## src/rtl/spi_fifo_pkg.sv

```systemverilog
package spi_fifo_pkg;

  // Fill count after one cycle of optional push and optional pop.
  function automatic int cnt_step(input int cnt, input logic up, input logic dn);
    int r;
    r = cnt;
    if (up) r = r + 1;
    if (dn) r = r - 1;
    return r;
  endfunction

  // Ring pointer advance with wrap at the queue depth.
  function automatic int ptr_step(input int ptr, input int depth);
    return (ptr == depth - 1) ? 0 : ptr + 1;
  endfunction

  // Capacity in force: one word in buffer mode, full depth otherwise.
  function automatic int capacity(input logic single, input int depth);
    return single ? 1 : depth;
  endfunction

endpackage

```

## src/rtl/sfp_store.sv

```systemverilog
module sfp_store #(
  parameter int WIDTH = 16,
  parameter int DEPTH = 16,
  localparam int AW = (DEPTH > 1) ? $clog2(DEPTH) : 1,
  localparam int CW = $clog2(DEPTH + 1)
) (
  input  logic             clk,
  input  logic             rst_n,
  input  logic             run,
  input  logic             single,
  input  logic             push,
  input  logic [WIDTH-1:0] wdata,
  input  logic             pop,
  output logic [WIDTH-1:0] rdata,
  output logic [CW-1:0]    count,
  output logic             push_ok
);
  import spi_fifo_pkg::*;

  logic [WIDTH-1:0] mem [DEPTH];
  logic [AW-1:0]    wr_ptr, rd_ptr;
  logic [CW-1:0]    cap_w;
  logic             pop_ok;

  assign cap_w   = CW'(capacity(single, DEPTH));
  assign pop_ok  = run && pop && (count != '0);
  assign push_ok = run && push && ((count < cap_w) || pop_ok);

  always_ff @(posedge clk) begin
    if (push_ok) mem[wr_ptr] <= wdata;
  end

  always_ff @(posedge clk or negedge rst_n) begin
    if (!rst_n) begin
      wr_ptr <= '0;
      rd_ptr <= '0;
      count  <= '0;
      rdata  <= '0;
    end else if (!run) begin
      wr_ptr <= '0;
      rd_ptr <= '0;
      count  <= '0;
    end else begin
      if (push_ok) wr_ptr <= AW'(ptr_step(int'(wr_ptr), DEPTH));
      if (pop_ok) begin
        rd_ptr <= AW'(ptr_step(int'(rd_ptr), DEPTH));
        rdata  <= mem[rd_ptr];
      end
      count <= CW'(cnt_step(int'(count), push_ok, pop_ok));
    end
  end

  a_r2_count_bound: assert property (@(posedge clk) disable iff (!rst_n)
    count <= CW'(DEPTH));
  a_r3_full_ignored: assert property (@(posedge clk) disable iff (!rst_n)
    run && push && !pop && count == CW'(DEPTH) |=> count == CW'(DEPTH));
  a_r5_empty_read: assert property (@(posedge clk) disable iff (!rst_n)
    run && pop && !push && count == '0 |=> $stable(rdata) && count == '0);
  a_r6_full_swap: assert property (@(posedge clk) disable iff (!rst_n)
    run && !single && push && pop && count == CW'(DEPTH) |=> count == CW'(DEPTH));
  a_r9_held_empty: assert property (@(posedge clk) disable iff (!rst_n)
    !run |=> count == '0);

endmodule

```

## src/rtl/sfp_flag.sv

```systemverilog
module sfp_flag #(
  parameter int CW = 5
) (
  input  logic          clk,
  input  logic          rst_n,
  input  logic          enable,
  input  logic [CW-1:0] count,
  input  logic [CW-1:0] level,
  input  logic          clr,
  output logic          flag
);
  logic hit;
  assign hit = (count == level);

  always_ff @(posedge clk or negedge rst_n) begin
    if (!rst_n)       flag <= 1'b0;
    else if (!enable) flag <= 1'b0;
    else if (clr)     flag <= 1'b0;
    else if (hit)     flag <= 1'b1;
  end

  a_r8_clear_drops: assert property (@(posedge clk) disable iff (!rst_n)
    clr |=> !flag);
  a_r7_sticky: assert property (@(posedge clk) disable iff (!rst_n)
    flag && enable && !clr |=> flag);
  a_r7_sets_on_hit: assert property (@(posedge clk) disable iff (!rst_n)
    enable && !clr && hit |=> flag);

endmodule

```

## src/rtl/spi_fifo_pair.sv

```systemverilog
module spi_fifo_pair #(
  parameter int WIDTH = 16,
  parameter int DEPTH = 16,
  localparam int CW = $clog2(DEPTH + 1)
) (
  input  logic             clk,
  input  logic             rst_n,
  input  logic             fifo_en,
  input  logic             tx_run,
  input  logic             tx_wr,
  input  logic [WIDTH-1:0] tx_wdata,
  input  logic             tx_pop,
  output logic [WIDTH-1:0] tx_rdata,
  output logic [CW-1:0]    tx_count,
  input  logic [CW-1:0]    tx_lvl,
  input  logic             tx_ie,
  input  logic             tx_int_clr,
  output logic             tx_int_flag,
  output logic             tx_irq,
  input  logic             rx_run,
  input  logic             rx_push,
  input  logic [WIDTH-1:0] rx_wdata,
  input  logic             rx_rd,
  output logic [WIDTH-1:0] rx_rdata,
  output logic [CW-1:0]    rx_count,
  input  logic [CW-1:0]    rx_lvl,
  input  logic             rx_ie,
  input  logic             rx_int_clr,
  output logic             rx_int_flag,
  output logic             rx_irq,
  output logic             rx_ovf,
  input  logic             rx_ovf_clr
);
  localparam int NCH = 2;
  localparam int TXC = 0;
  localparam int RXC = 1;

  logic [NCH-1:0] run_v, push_v, pop_v, clr_v, ok_v, flag_v;
  logic [WIDTH-1:0] wdata_v [NCH];
  logic [WIDTH-1:0] rdata_v [NCH];
  logic [CW-1:0]    cnt_v   [NCH];
  logic [CW-1:0]    lvl_v   [NCH];

  assign run_v  = {rx_run, tx_run};
  assign push_v = {rx_push, tx_wr};
  assign pop_v  = {rx_rd, tx_pop};
  assign clr_v  = {rx_int_clr, tx_int_clr};
  assign wdata_v[TXC] = tx_wdata;
  assign wdata_v[RXC] = rx_wdata;
  assign lvl_v[TXC]   = tx_lvl;
  assign lvl_v[RXC]   = rx_lvl;

  for (genvar c = 0; c < NCH; c++) begin : g_ch
    sfp_store #(.WIDTH(WIDTH), .DEPTH(DEPTH)) u_store (
      .clk(clk), .rst_n(rst_n), .run(run_v[c]), .single(!fifo_en),
      .push(push_v[c]), .wdata(wdata_v[c]), .pop(pop_v[c]),
      .rdata(rdata_v[c]), .count(cnt_v[c]), .push_ok(ok_v[c])
    );
    sfp_flag #(.CW(CW)) u_flag (
      .clk(clk), .rst_n(rst_n), .enable(fifo_en && run_v[c]),
      .count(cnt_v[c]), .level(lvl_v[c]), .clr(clr_v[c]), .flag(flag_v[c])
    );
  end

  assign tx_rdata    = rdata_v[TXC];
  assign rx_rdata    = rdata_v[RXC];
  assign tx_count    = cnt_v[TXC];
  assign rx_count    = cnt_v[RXC];
  assign tx_int_flag = flag_v[TXC];
  assign rx_int_flag = flag_v[RXC];
  assign tx_irq      = flag_v[TXC] && tx_ie;
  assign rx_irq      = flag_v[RXC] && rx_ie;

  // Named event: a received character that found no room.
  logic rx_drop;
  assign rx_drop = rx_push && rx_run && !ok_v[RXC];

  always_ff @(posedge clk or negedge rst_n) begin
    if (!rst_n)          rx_ovf <= 1'b0;
    else if (rx_drop)    rx_ovf <= 1'b1;
    else if (rx_ovf_clr) rx_ovf <= 1'b0;
  end

  a_r4_drop_sets_ovf: assert property (@(posedge clk) disable iff (!rst_n)
    rx_drop |=> rx_ovf);
  a_r4_ovf_sticky: assert property (@(posedge clk) disable iff (!rst_n)
    rx_ovf && !rx_ovf_clr |=> rx_ovf);
  a_r10_flags_off: assert property (@(posedge clk) disable iff (!rst_n)
    !fifo_en |=> !tx_int_flag && !rx_int_flag);
  a_r7_irq_gated: assert property (@(posedge clk) disable iff (!rst_n)
    (!tx_ie |-> !tx_irq) and (!rx_ie |-> !rx_irq));

endmodule

```

## config.mk

```make
export PLATFORM = sky130hd
export DESIGN_NAME = spi_fifo_pair
export DESIGN_NICKNAME = d
export VERILOG_FILES = /design/src/rtl/spi_fifo_pkg.sv /design/src/rtl/sfp_store.sv /design/src/rtl/sfp_flag.sv /design/src/rtl/spi_fifo_pair.sv
export SDC_FILE = /design/constraint.sdc
export NUM_CORES = 1
export LEC_CHECK = 0
export BUFFER_PORTS_ARGS = -buffer_cell sky130_fd_sc_hd__buf_2
export CAP_MARGIN = 40
export CORE_MARGIN = 5
export CORE_UTILIZATION = 35
export CTS_BUF_LIST = sky130_fd_sc_hd__clkbuf_16
export DETAILED_ROUTE_END_ITERATION = 10
export GPL_TIMING_DRIVEN = 0
export HOLD_SLACK_MARGIN = 0.15
export PLACE_DENSITY = 0.54
export SLEW_MARGIN = 10
export SYNTH_ARGS = -nofsm -noshare
export SYNTH_HDL_FRONTEND = slang
export SYNTH_HIERARCHICAL = 1
export SYNTH_SLANG_ARGS = --single-unit
export TNS_END_PERCENT = 30
```

## constraint.sdc

```tcl
create_clock -name clk -period 3.9 [get_ports clk]
set_input_delay 0.195 -clock clk [delete_from_list [all_inputs] [get_ports clk]]
set_output_delay 0.195 -clock clk [all_outputs]
set_load 0.005 [all_outputs]
```

* After elaboration in Yosys (flattened, before gate mapping) *
Memories as Yosys holds them, arrays and structs flattened. A register that Yosys moved wholly into a read port is not among the register bits.
Cells that the tools add are included.
Widths: inputs -> output; s select.

word-level totals
  memory bits (writable) = 512
  memory bits (read-only) = 0
  memories = 2
  output and inout bits = 47
  register bits = 29
  latch bits = 0

operators by class
  add/sub/neg operators = 8
  divide/modulo/power cells = 0
  order comparisons = 2
  reduce and logical (&&, ||, !) cells = 23
  shift-type cells = 0
  bitwise operators = 0
  equality and inequality tests = 12
  multiplexer cells = 33
  multiply operators = 0

memory list
  name                 depth  width  read ports  clocked after Yosys merged registers in  wr ports  RTL line         text
  g_ch[0].u_store.mem  16     16     1           1                                        1         sfp_store.sv:20  logic [WIDTH-1:0] mem [DEPTH];
  g_ch[1].u_store.mem  16     16     1           1                                        1         sfp_store.sv:20

operator list
  cell                 number
  $mux 4               12
  $mux 5               9
  $add 4x1->4 const B  4
  $eq 4x1->1 const B   4
  $logic_and 1x1->1    13
  $mux 1               12
  $add 5x1->5 const B  2
  $eq 5x5->1           2
  $lt 5x5->1           2
  $reduce_bool 5->1    2
  $sub 5x2->5 const B  2
  $ne 2x1->1 const B   4
  $ne 3x3->1 const B   2
  $reduce_and 2->1     2
  $logic_not 1->1      3
  $logic_or 1x1->1     2
  $reduce_bool 2->1    1

* Logic depth before layout (Yosys ltp) *
  word-level depth = 9
  depth in mapped cells = 14

* Cells and area by module *
Netlist, hierarchy kept.

modules (own cells, without submodules)
  module                       times used  cells each  area an instance (sq um)
  sfp_store (g_ch[1].u_store)  1           550         11314.6
  sfp_store (g_ch[0].u_store)  1           543         11200.7
  sfp_flag                     2           11          93.8
  spi_fifo_pair                1           9           73.8

* Worst setup path after synthesis *
OpenSTA, ideal clock, no wires.

  path type = reg2reg
  start = register g_ch[1].u_store.count[0]
  end = register g_ch[1].u_store.count[4]
  clock period less this slack = 2.847 ns
  library setup time = 0.135 ns
  stages on the path, launching flop included = 15
  arrival = 2.711 ns
  data required time = 3.765 ns
  path slack = 1.053 ns
  cells stage by stage = dfrtp_1 > inv_1 > ha_1 > nor4b_4 > o22ai_1 > o21ai_2 > inv_2 > buf_2 > xnor2_1 > ha_1 > nand3_1 > or4_1 > o211ai_1 > mux2i_1 > mux2i_1

between the ends
  cells in the longest elaborated chain, start to end = 9

RTL lines
  item                                                                RTL line             text
  start, declared                                                     sfp_store.sv:15      output logic [CW-1:0] count,
  start signal, assigned                                              sfp_store.sv:49      count <= CW'(cnt_step(int'(count), push_ok, pop_ok));
  parallel branches: the longest is 2 deep, another holds $lt 5x5->1  n/a
  $logic_or 1x1->1 (*)                                                sfp_store.sv:27      assign push_ok = run && push && ((count < cap_w) || pop_ok);
  $logic_and 1x1->1 (*)                                               sfp_store.sv:27
  net ok_v[1]                                                         spi_fifo_pair.sv:38  logic [NCH-1:0] run_v, push_v, pop_v, clr_v, ok_v, flag_v;
  $mux 5 (*)                                                          spi_fifo_pkg.sv:7    if (up) r = r + 1;
  $mux 5 (*)                                                          sfp_store.sv:39      end else if (!run) begin
  $sub 5x2->5                                                         spi_fifo_pkg.sv:8    if (dn) r = r - 1;
  $mux 5 (*)                                                          spi_fifo_pkg.sv:8
  $mux 5 (*)                                                          sfp_store.sv:39

Mark *: on every way through the listed nets, which the timed path passes. The select of a mux whose other input is x is not followed.
A chain may end at the register's enable or synchronous reset.

* Worst setup path in the final report *
  start = register g_ch[0].u_store.count[4]
  end = memory g_ch[0].u_store.mem[2][7] (enable)

between the ends
  cells in the longest elaborated chain, start to end = 6

RTL lines
  item                                                                RTL line         text
  start, declared                                                     sfp_store.sv:15
  start signal, assigned                                              sfp_store.sv:49
  parallel branches: the longest is 2 deep, another holds $lt 5x5->1  n/a
  $logic_or 1x1->1 (*)                                                sfp_store.sv:27
  $logic_and 1x1->1 (*)                                               sfp_store.sv:27
  $mux 1 (*)                                                          sfp_store.sv:30  if (push_ok) mem[wr_ptr] <= wdata;
  $mux 1 (not written as such) (*)                                    sfp_store.sv:30
  end, declared                                                       sfp_store.sv:20

Mark *: on every way between the ends.

==> flow_results.org <==
** Synthesis
- For this run, asynchronously set or reset flops after synthesis account for 10.6%.
- Post-synthesis cell type with the largest combined area :: edfxtp_1
- Post-synthesis instance area :: 22800 um^2
- By area the synthesized netlist is led by edfxtp_1 68%, mux4_2 16%, dfrtp_1 6.7%.
- The synthesized design devotes to its leading area cell type 67.5% of total area.
- The share of the Yosys chip area taken by registers is roughly 74%.
- For this run, the leading register cell type out of synthesis is edfxtp_1.
- In the synthesized netlist, the number of instances is 1124.
- Number of flip-flops and latches in the synthesized netlist :: about 570
- Number of nets produced by synthesis :: 1198
- Average cell area after synthesis :: 20.3 um^2
- Yosys printed 6 warnings.
- Count of different cell masters after synthesis :: 59
- The synthesized design contains between 500 and 600 enable-type register cells.

** Finish
- Summing all multi-input logic gate instances after layout gives 5570 um^2.
- Commonest non-fill, non-tap cell in the layout :: edfxtp_1
- In the layout the commonest cells are 512 x edfxtp_1, 157 x mux4_2, 132 x nand2_1, 113 x buf_2, 67 x clkbuf_16.
- The filler cells instantiated in the layout total 5662.
- Once layout is done, the placed cells without fillers occupy 27700 um^2.
- Area of all sequential standard cells :: between 15000 and 20000 um^2
- Compared with the post-synthesis result, the final layout area differs by 21.7%.
- Layout Utilization :: 43.0%
- In the final design database the tool counted 1461 nets.
- Count of non-filler cells in the finished layout :: 2296
- Layout cells sized above 1 :: 29.6%

** CTS
- Post-CTS setup buffers :: 0
- Max Buffers Root-to-Sink :: 3
- Clock insertion delay at the later pin of the skew report :: 590 ps
- Once the clock tree was built, the resizer swapped 0 gates to a different size.
- The H-tree was split into 3 levels.
- TritonCTS built the clock tree.
- In this run, CTS created clock tree buffers numbering 66.
- The clock net in this run drives a total of 573 sinks.
- Clock tree root driver cell :: clkbuf_16
- After clock tree synthesis, the clock-pin slew on the worst setup and hold paths is 60 ps.
- The number of hold buffers added after CTS was 47.

** GRT
- Largest net degree at the start of global routing :: 47
- Number of global-route vias before repair :: between 10000 and 15000
- GRT Total Usage :: 15.3%
- For this run the aggregate overflow at the end of global routing stands at 0.
- First-pass GRT wire length :: 80.3 mm
- Number of antenna violations at the first check in global routing :: 2

** STA
- Max Clock Skew :: 17.8 ps
- Setup repair after global routing missed its margin :: false
- Setup violations remaining at the end of the flow were counted as 0.
- For the final routed database, the setup TNS stands at 0 ps.
- On the final layout, the worst hold slack is 238 ps.
- Fraction of the cycle the final worst path needs :: 86.7%
- Final Max Slew Viols :: 0
- At the pin with the least slew margin, the transition time is 892 ps.
- The worst pin sits at a relative slew slack of 40.6%.
- Derived from the worst setup path, the maximum achievable clock frequency is 0.296 GHz.
- The clock period could shrink to 3380 ps.
- The number of endpoints with negative hold slack in the final report was 0.

** Floorplanning
- In this run the count of I/O pins placed on the die edge is ~100.
- Area of the die :: between 70000 and 80000 um^2
- Width of the chip :: 265 um
- Row generation in the floorplan step produced 93 rows.
- In this run the standard cell core region covers 64500 um^2.
- Effective utilization at floorplan :: 35.3%
- Die span in y :: 265 um

** Placement
- The HPWL after detailed placement is 36.6 mm.
- Total instance count after detailed placement :: 2127
- After detailed placement, the total cell area comes to 25100 um^2.
- Routability-driven placement finished with a final weighted congestion of between 0.7 and 0.8.
- Number of port buffers :: approximately 100

** Setup path
- Counting both buffers and inverters, the worst setup path holds a total of 1.
- Traced cell by cell, the critical path runs through ha_1, nor4b_1, nand2_1, a21oi_1, nor2b_1, nor2b_1, and2_1, buf_8.
- Crit path required time :: 4190 ps
- Delay of the slowest cell on the worst path :: 560 ps
- Category of the worst setup path capture point :: flip-flop
- Category of the most critical setup path :: flip-flop to flip-flop
- The slowest stage of the critical path belongs to the cell and2_1.
- Critical path fanouts, max :: 9
- STA puts the critical path data arrival time at 3670 ps.
- Grouping stages by cell kind, the critical path spends the most delay in simple AND/OR/NAND/NOR gates.
- Worst path most repeated cell :: nor2b_1
- The worst setup path is launched from a flip-flop.

** Route
- Via density :: 5.08
- For this run, the detailed router's first-pass iteration total came to 5.
- Iteration-0 DRC Markers :: 953
- Count of vias placed by the detailed router :: roughly 12000
- Final Routed Wirelength :: 53.9 mm
- Post-detailed-route wirelength per cell :: 23.5 um
- In this run the remaining antenna-violating nets after routing total 0.
- Post-route DRC :: 0

** Power and ir drop
- In this run switching power makes up 26.7% of total power.
- Cell internal power was estimated by the tool at between 10 and 15 mW.
- For this design the ratio of total power to cell area is 592 nW/um^2.
- Part of the power in the clock network :: between 30% and 40%
- Switching power total :: 4.38 mW
- Across the VDD grid, the largest voltage drop is 0.324 mV.
- Leakage component of the power :: 9.44 nW
- Part of the power in combinational logic :: 19.7%
- Sequential cells burn 44.1% of the power.

** Hold path
- The min-delay analysis places its worst path in the category input pin to flip-flop.

** Job
- Max-cap violations :: 0

** Status
- The run finished with clean final reports.
-- kinds of logic after synthesis --
family,after synthesis,share of synthesized area [%]
DFF,573,74.2
and+or+nand+nor,232,4.94
muxes,168,16.2
buffers and inverters,69,1.36
AOI/OAI and AO/OA,42,1.38
xor gates and xnor gates,22,0.906
adders and majority gates,18,0.989
-- metrics by stage --
stage | total power, mW | worst slack, ps
2_1_floorplan | 9.41 | 1050
3_3_place_gp | 10.5 | 246
3_5_place_dp | 10.6 | 522
4_1_cts | 16.7 | 492
5_1_grt | 17.2 | 239
6_report | 16.4 | 518
-- path summary, 6_finish.rpt --
| kind | from | to | slack, ps | depth (start not counted) |
|---|---|---|---|---|
| setup / recovery | g_ch[0].u_store/count[4] | g_ch[0].u_store/mem[2][7] | 520 | 8 |
| hold / removal | tx_pop | g_ch[0].u_store/rd_ptr[3] | 240 | 5 |
| setup reg to reg | g_ch[0].u_store/count[4] | g_ch[0].u_store/mem[2][7] | 520 | 8 |
| hold reg to reg | g_ch[0].u_store/rdata[1] | g_ch[0].u_store/rdata[1] | 470 | 2 |
| max in group asynchronous | rst_n | g_ch[1].u_store/rdata[10] | 2020 | 4 |
| min in group asynchronous | rst_n | g_ch[1].u_store/rd_ptr[3] | 680 | 4 |
-- worst min-delay path: cells and delay by family --
family / cells / cell delay [ps]
AOI/OAI and AO/OA: 2 / 160
buffers and inverters: 1 / 130
and+or+nand+nor: 2 / 300
-- cells in the mapped netlist (6+ instances only) --
library cell  number
inv_1             11
buf_1             10
ha_1              18
nor2b_1            6
mux4_2           157
xnor2_1           17
buf_2             12
nor2_1            13
edfxtp_1         512
clkbuf_1          30
nand2_1          132
dfrtp_1           61
nand3_1           15
and2_1            20
o21ai_0            7
mux2i_1            8
and3_1            19
and4_1             8
-- routing by layer --
layer / vias to the layer above / wire, um / GRT usage (%)
met5: - / 13 / 0
met4: 2 / 770 / 3.54
met3: 58 / 2770 / 3.07
met2: 278 / 28300 / 26.9
met1: 6238 / 22100 / 19.7
li1: 5090 / - / -
-- power groups by stage --
stage                     clock network [mW]  registers, mW  logic [mW]
after floorplan                            0           7.33        2.08
after global placement                     0           7.36        3.12
after detailed placement                   0           7.37        3.26
after CTS                               6.12           7.24        3.31
after global routing                    6.42           7.28        3.52
final                                   5.95           7.24        3.23
-- layout make-up --
class | instances | area share, %
sequential | 573 | 61.0
multi-input combinational | 482 | 20.1
timing repair buffer | 195 | 6.28
clock buffer | 67 | 6.05
tap | 855 | 3.86
clock inverter | 54 | 1.60
buffer | 57 | 0.953
inverter | 12 | 0.163
antenna | 1 | 0.00903
-- flip-flops by register name, indices dropped and copies added (netlist names) --
signal               count
g_ch.u_flag/flag         2
g_ch.u_store/count      10
g_ch.u_store/mem       512
g_ch.u_store/rd_ptr      8
g_ch.u_store/rdata      32
g_ch.u_store/wr_ptr      8
rx_ovf                   1
No activity file was read; power rests on OpenSTA's default activity.
